===== src/rtl/cal_interp_pkg.sv =====
package cal_interp_pkg;
  typedef enum logic [2:0] {
    ST_IDLE,
    ST_PREP,
    ST_LAST,
    ST_SCAN,
    ST_DIV,
    ST_DONE
  } cal_state_e;
endpackage


===== src/rtl/cal_tbl.sv =====
// Calibration entry storage: one write port, two combinational read ports.
module cal_tbl #(
  parameter int DEPTH  = 34,
  parameter int CODE_W = 12,
  parameter int TEMP_W = 32,
  localparam int IDX_W = $clog2(DEPTH)
) (
  input  logic                     clk,
  input  logic                     wr_en,
  input  logic [IDX_W-1:0]         wr_idx,
  input  logic [CODE_W-1:0]        wr_code,
  input  logic signed [TEMP_W-1:0] wr_temp,
  input  logic [IDX_W-1:0]         a_idx,
  output logic [CODE_W-1:0]        a_code,
  output logic signed [TEMP_W-1:0] a_temp,
  input  logic [IDX_W-1:0]         b_idx,
  output logic [CODE_W-1:0]        b_code,
  output logic signed [TEMP_W-1:0] b_temp
);
  logic [CODE_W-1:0]        code_mem [DEPTH];
  logic signed [TEMP_W-1:0] temp_mem [DEPTH];

  for (genvar k = 0; k < DEPTH; k++) begin : g_entry
    logic hit;
    assign hit = wr_en && (wr_idx == IDX_W'(k));
    always_ff @(posedge clk) begin
      if (hit) begin
        code_mem[k] <= wr_code;
        temp_mem[k] <= wr_temp;
      end
    end
  end

  assign a_code = code_mem[a_idx];
  assign a_temp = temp_mem[a_idx];
  assign b_code = code_mem[b_idx];
  assign b_temp = temp_mem[b_idx];
endmodule


===== src/rtl/cal_div.sv =====
// Unsigned restoring divider, one quotient bit per cycle.
module cal_div #(
  parameter int NUM_W = 46,
  parameter int DEN_W = 13
) (
  input  logic             clk,
  input  logic             rst_n,
  input  logic             start,
  input  logic [NUM_W-1:0] num,
  input  logic [DEN_W-1:0] den,
  output logic             done,
  output logic [NUM_W-1:0] quo
);
  localparam int CNT_W = $clog2(NUM_W + 1);

  logic [NUM_W-1:0] acc_q, acc_d;
  logic [DEN_W-1:0] rem_q, rem_d, den_q, den_d;
  logic [CNT_W-1:0] cnt_q, cnt_d;
  logic             run_q, run_d, done_q, done_d;
  logic [DEN_W:0]   rem_sh, rem_sub;
  logic             ge;

  always_comb begin
    rem_sh  = {rem_q, acc_q[NUM_W-1]};
    ge      = rem_sh >= {1'b0, den_q};
    rem_sub = rem_sh - {1'b0, den_q};
    acc_d   = acc_q;
    rem_d   = rem_q;
    den_d   = den_q;
    cnt_d   = cnt_q;
    run_d   = run_q;
    done_d  = 1'b0;
    if (start) begin
      acc_d = num;
      rem_d = '0;
      den_d = den;
      cnt_d = CNT_W'(NUM_W);
      run_d = 1'b1;
    end else if (run_q) begin
      acc_d = {acc_q[NUM_W-2:0], ge};
      rem_d = ge ? DEN_W'(rem_sub) : DEN_W'(rem_sh);
      cnt_d = cnt_q - CNT_W'(1);
      if (cnt_q == CNT_W'(1)) begin
        run_d  = 1'b0;
        done_d = 1'b1;
      end
    end
  end

  always_ff @(posedge clk or negedge rst_n) begin
    if (!rst_n) begin
      acc_q  <= '0;
      rem_q  <= '0;
      den_q  <= '0;
      cnt_q  <= '0;
      run_q  <= 1'b0;
      done_q <= 1'b0;
    end else begin
      acc_q  <= acc_d;
      rem_q  <= rem_d;
      den_q  <= den_d;
      cnt_q  <= cnt_d;
      run_q  <= run_d;
      done_q <= done_d;
    end
  end

  assign done = done_q;
  assign quo  = acc_q;
endmodule


===== src/rtl/cal_interp.sv =====
module cal_interp #(
  parameter int DEPTH  = 34,
  parameter int CODE_W = 12,
  parameter int TEMP_W = 32,
  localparam int IDX_W = $clog2(DEPTH),
  localparam int CNT_W = $clog2(DEPTH + 1)
) (
  input  logic                     clk,
  input  logic                     rst_n,
  input  logic                     tbl_wr_en,
  input  logic [IDX_W-1:0]         tbl_wr_idx,
  input  logic [CODE_W-1:0]        tbl_wr_code,
  input  logic signed [TEMP_W-1:0] tbl_wr_temp,
  input  logic [CNT_W-1:0]         tbl_count,
  input  logic                     req_valid,
  input  logic [CODE_W-1:0]        req_code,
  output logic                     busy,
  output logic                     res_valid,
  output logic signed [TEMP_W-1:0] res_temp
);
  import cal_interp_pkg::*;

  localparam int PROD_W = TEMP_W + CODE_W + 2;
  localparam int DEN_W  = CODE_W + 1;

  cal_state_e st_q, st_d;
  logic [IDX_W-1:0]         idx_q, idx_d, a_idx, b_idx, last_idx;
  logic [CODE_W-1:0]        code_q, code_d, a_code, b_code;
  logic signed [TEMP_W-1:0] a_temp, b_temp, base_q, base_d, res_q, res_d;
  logic                     fall_q, fall_d, neg_q, neg_d;
  logic signed [TEMP_W:0]   d_temp;
  logic signed [CODE_W:0]   d_in, d_ent;
  logic signed [PROD_W-1:0] prod;
  logic [PROD_W-1:0]        prod_mag, quo;
  logic [DEN_W-1:0]         den_mag;
  logic signed [PROD_W-1:0] quo_s;
  logic                     div_start, div_done;

  cal_tbl #(.DEPTH(DEPTH), .CODE_W(CODE_W), .TEMP_W(TEMP_W)) i_tbl (
    .clk(clk), .wr_en(tbl_wr_en), .wr_idx(tbl_wr_idx), .wr_code(tbl_wr_code),
    .wr_temp(tbl_wr_temp), .a_idx(a_idx), .a_code(a_code), .a_temp(a_temp),
    .b_idx(b_idx), .b_code(b_code), .b_temp(b_temp)
  );

  cal_div #(.NUM_W(PROD_W), .DEN_W(DEN_W)) i_div (
    .clk(clk), .rst_n(rst_n), .start(div_start), .num(prod_mag),
    .den(den_mag), .done(div_done), .quo(quo)
  );

  // Interpolation operands between the entries on ports a (k-1) and b (k).
  assign last_idx = IDX_W'(tbl_count - CNT_W'(1));
  assign d_temp   = {a_temp[TEMP_W-1], a_temp} - {b_temp[TEMP_W-1], b_temp};
  assign d_in     = {1'b0, code_q} - {1'b0, a_code};
  assign d_ent    = {1'b0, a_code} - {1'b0, b_code};
  assign prod     = d_temp * d_in;
  assign prod_mag = prod[PROD_W-1] ? -prod : prod;
  assign den_mag  = d_ent[CODE_W] ? -d_ent : d_ent;
  assign quo_s    = neg_q ? -quo : quo;

  always_comb begin
    a_idx = '0;
    b_idx = IDX_W'(1);
    case (st_q)
      ST_LAST: a_idx = last_idx;
      ST_SCAN: begin
        a_idx = idx_q - IDX_W'(1);
        b_idx = idx_q;
      end
      default: ;
    endcase
  end

  always_comb begin
    st_d      = st_q;
    idx_d     = idx_q;
    code_d    = code_q;
    fall_d    = fall_q;
    base_d    = base_q;
    neg_d     = neg_q;
    res_d     = res_q;
    div_start = 1'b0;
    case (st_q)
      ST_IDLE: if (req_valid) begin
        code_d = req_code;
        st_d   = ST_PREP;
      end
      ST_PREP: begin
        fall_d = a_code > b_code;
        if (fall_d ? (code_q >= a_code) : (code_q <= a_code)) begin
          res_d = a_temp;
          st_d  = ST_DONE;
        end else begin
          st_d = ST_LAST;
        end
      end
      ST_LAST: begin
        if (fall_q ? (code_q <= a_code) : (code_q >= a_code)) begin
          res_d = a_temp;
          st_d  = ST_DONE;
        end else begin
          idx_d = IDX_W'(1);
          st_d  = ST_SCAN;
        end
      end
      ST_SCAN: begin
        if (code_q == b_code) begin
          res_d = b_temp;
          st_d  = ST_DONE;
        end else if (fall_q ? (code_q > b_code) : (code_q < b_code)) begin
          div_start = 1'b1;
          base_d    = a_temp;
          neg_d     = prod[PROD_W-1] ^ d_ent[CODE_W];
          st_d      = ST_DIV;
        end else begin
          idx_d = idx_q + IDX_W'(1);
        end
      end
      ST_DIV: if (div_done) begin
        res_d = base_q + TEMP_W'(quo_s);
        st_d  = ST_DONE;
      end
      ST_DONE: st_d = ST_IDLE;
      default: st_d = ST_IDLE;
    endcase
  end

  always_ff @(posedge clk or negedge rst_n) begin
    if (!rst_n) begin
      st_q   <= ST_IDLE;
      idx_q  <= '0;
      code_q <= '0;
      fall_q <= 1'b0;
      base_q <= '0;
      neg_q  <= 1'b0;
      res_q  <= '0;
    end else begin
      st_q   <= st_d;
      idx_q  <= idx_d;
      code_q <= code_d;
      fall_q <= fall_d;
      base_q <= base_d;
      neg_q  <= neg_d;
      res_q  <= res_d;
    end
  end

  assign busy      = st_q != ST_IDLE;
  assign res_valid = st_q == ST_DONE;
  assign res_temp  = res_q;
endmodule


===== config.mk =====
export PLATFORM = sky130hd
export DESIGN_NAME = cal_interp
export DESIGN_NICKNAME = d
export VERILOG_FILES = /design/src/rtl/cal_interp_pkg.sv /design/src/rtl/cal_tbl.sv /design/src/rtl/cal_div.sv /design/src/rtl/cal_interp.sv
export SDC_FILE = /design/constraint.sdc
export NUM_CORES = 2
export LEC_CHECK = 0
export BUFFER_PORTS_ARGS = -buffer_cell sky130_fd_sc_hd__buf_2
export CAP_MARGIN = 20
export CORE_MARGIN = 8
export CORE_UTILIZATION = 60
export CTS_BUF_LIST = sky130_fd_sc_hd__clkbuf_4
export DETAILED_ROUTE_END_ITERATION = 7
export PLACE_DENSITY = 0.79
export SLEW_MARGIN = 20
export SYNTH_ARGS = -nofsm -noshare
export SYNTH_HDL_FRONTEND = slang
export SYNTH_SLANG_ARGS = --single-unit
export TNS_END_PERCENT = 100

===== constraint.sdc =====
create_clock -name clk -period 14.2 [get_ports clk]
set_input_delay 2.84 -clock clk [delete_from_list [all_inputs] [get_ports clk]]
set_output_delay 2.84 -clock clk [all_outputs]
set_load 0.02 [all_outputs]

# Yosys cells after proc, flatten, opt, wreduce, memory -nomap -nowiden
# Memories as Yosys holds them, arrays and structs flattened.
# Index checks and enable logic that the tools add are counted.
# totals
reg_bits,167
ram_bits,1496
input_bits,72
output_inout_bits,34
wordCells,502
n_memories,2
# op_classes
addsub,12
multipliers,1
n_lt_le_gt_ge,6
eq_ne,49
n_mux,306
n_bitwise,2
reduce_logical,111
# memory_table
name,words,word_bits,read_ports,rd_clocked_by_memory_dff,wr,line_no,rtl
i_tbl.temp_mem,34,32,2,0,1,cal_tbl.sv:21,logic signed [TEMP_W-1:0] temp_mem [DEPTH];
i_tbl.code_mem,34,12,2,0,1,cal_tbl.sv:20,logic [CODE_W-1:0] code_mem [DEPTH];
# op_table
operator,count
$mux 32,38
$reduce_or 32->1,33
$mux 6,72
$mux 12,33
$reduce_or 12->1,33
$mux 1,146
$mux 46,3
$pmux 32 s4,1
$eq 6x5->1 const B,16
$mux 13,4
$eq 6x4->1 const B,8
$mul 33x13->46,1
$neg 46->46,1
$logic_and 1x1->1,34
$sub 32x32->33,1
$add 32x32->32,1
$neg 32->32,1
$sub 12x12->13,2
$eq 6x3->1 const B,4
$gt 12x12->1,2
$pmux 6 s2,2
$mux 3,6
$sub 6x1->6 const B,3
$pmux 3 s5,1
28 further kinds,41

# Logic depth before layout (Yosys ltp)
# depth
ltp_word,38
ltp_mapped,61
ltp_nobuf,48

# By module
# A second synthesis with hierarchy kept.
# unflattened
hier_cells,7995
area_unflattened_um2,101209.6
# modules_own_cells
mod,instances,cells_each,area_per_inst_um2,seq_area_each_um2
cal_tbl,1,4594,71650.0,44923.1
cal_interp,1,2952,25212.9,2177.1
cal_div,1,449,4346.7,2001.9

# Least setup slack after synthesis
# Ideal clock, no wire load.
# synth_timing
path_type,input port to flip-flop
startpoint,in tbl_count[0]
endpoint,reg i_div.acc_q[39] (netlist: i_div.quo[39])
setup_time_ps,119
arrival_ps,15738
required_time_ps,14081
setup_slack_ps,-1657
stages,57
n_path_buf,13
cell_sequence,mux2_2 inv_1 buf_2 clkbuf_1 buf_2 buf_1 buf_1 ha_1 xnor2_1 and2_1 clkbuf_1 clkbuf_1 buf_1 clkbuf_1 clkbuf_1 a221oi_1 a211oi_1 o311ai_0 (+21 left out) fa_1 inv_1 fa_1 inv_1 ha_1 clkbuf_1 a21oi_1 nand2_1 o211a_1 o21a_1 or4_1 a311oi_2 and4b_1 clkbuf_1 nor4b_2 a31oi_1 xnor2_1 o21a_1
# synth_via
elab_chain_len,8
elab_cells_between_ends,10
classes_between,add/sub: 4; mul: 1; mux: 3; memory: 2
# synth_lines
element,line_no,rtl
"start, declared",cal_interp.sv:14,"input logic [CNT_W-1:0] tbl_count,"
$sub 6x1->6 (*),cal_interp.sv:51,assign last_idx = IDX_W'(tbl_count - CNT_W'(1));
$pmux 6 s2 (*),cal_interp.sv:63,case (st_q)
$mem_v2 34x32 or $mem_v2 34x12 (tied branches),--,
$sub 32x32->33 or $sub 12x12->13 (tied branches),"cal_interp.sv:52, cal_interp.sv:53",
$mul 33x13->46 (*),cal_interp.sv:55,assign prod = d_temp * d_in;
$neg 46->46,cal_interp.sv:56,assign prod_mag = prod[PROD_W-1] ? -prod : prod;
$mux 46 (*),cal_interp.sv:56,
$mux 46 (*),cal_div.sv:33,if (start) begin
"end signal, assigned",cal_div.sv:52,acc_q <= '0;
"end signal, assigned",cal_div.sv:59,acc_q <= acc_d;
"end, declared",cal_div.sv:16,"logic [NUM_W-1:0] acc_q, acc_d;"
# Every way passes the cells marked *; elsewhere a longest branch is shown, timed or not.
# A chain may end at the register's enable or synchronous reset.

# Worst setup path after layout
# layout_timing
startpoint,in tbl_count[0]
endpoint,reg i_div.acc_q[44] (netlist: i_div.quo[44])
# Same word-level chain as after synthesis.

==> metrics <==
status finished, violations left; violated checks design-rule violations; DR WL/cell 29.1 um; post-synthesis sequential area ratio 0.489; maximum fanout along the worst path 14; drt drc 3; share of cells above drive strength 1 0.173; asr flop ratio synth 0.100; clock skew 202 ps; pin count of the biggest net entering global routing roughly 150; post-synthesis cell type count 86; max cap viols 0; crit path kind input pin to flop; fillers 12100; Max Clk Rate around 73 MHz; GRT Util Overall 0.403; Skew-Pair Late Insertion Delay 1500 ps; Crit-path slowest cell fa_1; clk sink count 1663; H-Tree Depth 5; Finished Cell Area 0.114 mm2; RSZ-0062 raised after global routing no; crit path launch type input pin; Synth Register Bits 1663; first-pass GRT wire length ~550000 um; die height roughly 430 um; EDFF count, synth 1496; Core ar. 0.167 mm2; hold crit path type flop to flop; warnings from Yosys 0; Via Count 90200; relative slew slack 0.124; vias in the first global route 89900; CTS max path bufs 4; Finished Core Util 0.683; CTS clk-pin slew, worst paths 60 ps; grt ovf 0; number of DRC markers in iteration 0 15600; Post-CTS Setup Bufs 0; worst path buffer plus inverter count 13; final hold vios 0; synthesized cell area 0.100 mm2; Placer Congestion 1.00; Via density 6.98; Worst setup EP type flop; dpl hpwl roughly 230000 um; Syn Area/Cell 10.3 um2; cts-stage hold buffer count 0; top cells by area, synth edfxtp_1 (45%), fa_1 (7.7%), nand2_1 (7.6%), nand3_1 (4.2%), dfrtp_1 (4.2%); max-slew violation count 0; port bufs 105; final setup fails 0; Inserted Clock Buffers 428; initial antenna violation count 33; Inst Count DP 12200; Placed Area roughly 0.11 mm2; Layout area overhead 13.3%; Final nets 11100; syn_nets 10400; slowest stage delay, CP 650 ps; Finished Layout Cells roughly 13000; drt pass-1 iters 8; Initial Utilization 0.603; CP required 15420 ps; Root Driver clkbuf_4; period utilisation layout 0.961; CP top delay family adder cells; final WL 376000 um; Mapped Cells about 9800; CTS tree built; most common cell in the netlist nand2_1; width of the die roughly 430 um; Worst Path Arrival 14870 ps; # IOs ~110; Worst Tran Pin Value 1300 ps; DRT antenna net count 0; DIE AREA 0.181 mm2; Synth Flop Type edfxtp_1; commonest cells in the netlist nand2_1 (2024), edfxtp_1 (1496), nand3_1 (846); Period minus WS final 13650 ps; post-synth top area share 0.447; area leader, netlist edfxtp_1; FP Rows 150; Post-CTS Resized 0
routing by layer:
layer / wire length, um / vias to the layer above / GRT usage
li1: - / 37400 / -
met1: 119000 / 42200 / 0.478
met2: 162000 / 8443 / 0.598
met3: 62900 / 2238 / 0.158
met4: 32400 / 14 / 0.290
met5: 78 / - / 0
registers in the layout (all words and copies together), names as in the netlist, 3 cells and up:
signal,count
res_temp,32
st_q,3
i_div.cnt_q,6
idx_q,6
base_q,32
code_q,12
i_div.den_q,13
i_div.quo,46
i_tbl.code_mem,408
i_div.rem_q,13
i_tbl.temp_mem,1088
logic make-up (layout without fill, tap and decap cells):
| family | Yosys count | count (layout) | share of synthesized area |
|---|---|---|---|
| AND/OR/NAND/NOR | 3853 | 3853 | 0.170 |
| AO/OA/AOI/OAI | 2029 | 2029 | 0.145 |
| flip-flops | 1663 | 1663 | 0.489 |
| buffers and inverters | 1143 | 2062 | 0.0429 |
| adder cells (fa/ha/maj) | 613 | 613 | 0.105 |
| multiplexers | 239 | 239 | 0.0294 |
| XOR/XNOR | 221 | 221 | 0.0193 |
| other | 0 | 32 | 0 |
per-stage QoR:
| stage | worst slack (ps) | hold slack (ps) | setup TNS [ps] |
|---|---|---|---|
| 5_1_grt | 132 | 510 | 0 |
| 3_3_place_gp | -312 | 456 | -8230 |
| 6_report | 553 | 473 | 0 |
| 3_5_place_dp | -541 | 464 | -18380 |
| 2_1_floorplan | 7.95 | 450 | 0 |
| 4_1_cts | 839 | 475 | 0 |
cell usage in the layout (no fill, tap or decap), types with 130 or more instances in the layout:
cell type / n
a211oi_1: 292
a21oi_1: 340
a221oi_1: 178
a22oi_1: 145
a311oi_1: 130
buf_4: 787
clkbuf_4: 605
dfrtp_1: 164
edfxtp_1: 1496
fa_1: 387
ha_1: 223
inv_1: 379
nand2_1: 2017
nand3_1: 845
nor2_1: 324
nor3_1: 142
o21ai_0: 270
xnor2_1: 140
final timing paths:
kind,start,to,slack [ps],cells after the start
setup reg to reg,st_q[1],i_div.quo[44],820,43
hold reg to reg,res_temp[4],res_temp[4],470,2
min in group asynchronous,rst_n,i_div.quo[19],1430,1
max in group asynchronous,rst_n,i_div.run_q,11030,2
setup / recovery,tbl_count[0],i_div.quo[44],550,50
hold / removal,res_temp[4],res_temp[4],470,2
final cells by class:
| cell class | instances | area (um2) | area share |
|---|---|---|---|
| Inverter | 382 | 1440 | 0.0127 |
| Clock buffer | 605 | 4540 | 0.0399 |
| Multi-Input combinational cell | 6955 | 47600 | 0.419 |
| Clock inverter | 117 | 484 | 0.00425 |
| Antenna cell | 32 | 80.1 | 0.000704 |
| Tap cell | 2204 | 2760 | 0.0242 |
| Sequential cell | 1663 | 49100 | 0.432 |
| Timing Repair Buffer | 958 | 7740 | 0.0681 |
worst min-delay path, stage by stage, from the launching register on:
cell	delay, ps
dfrtp_1	330
nand2_1	50
o21ai_0	60
Power is not shown: default switching activity piles up to over one toggle a cycle in this logic, so the estimate is an artifact.
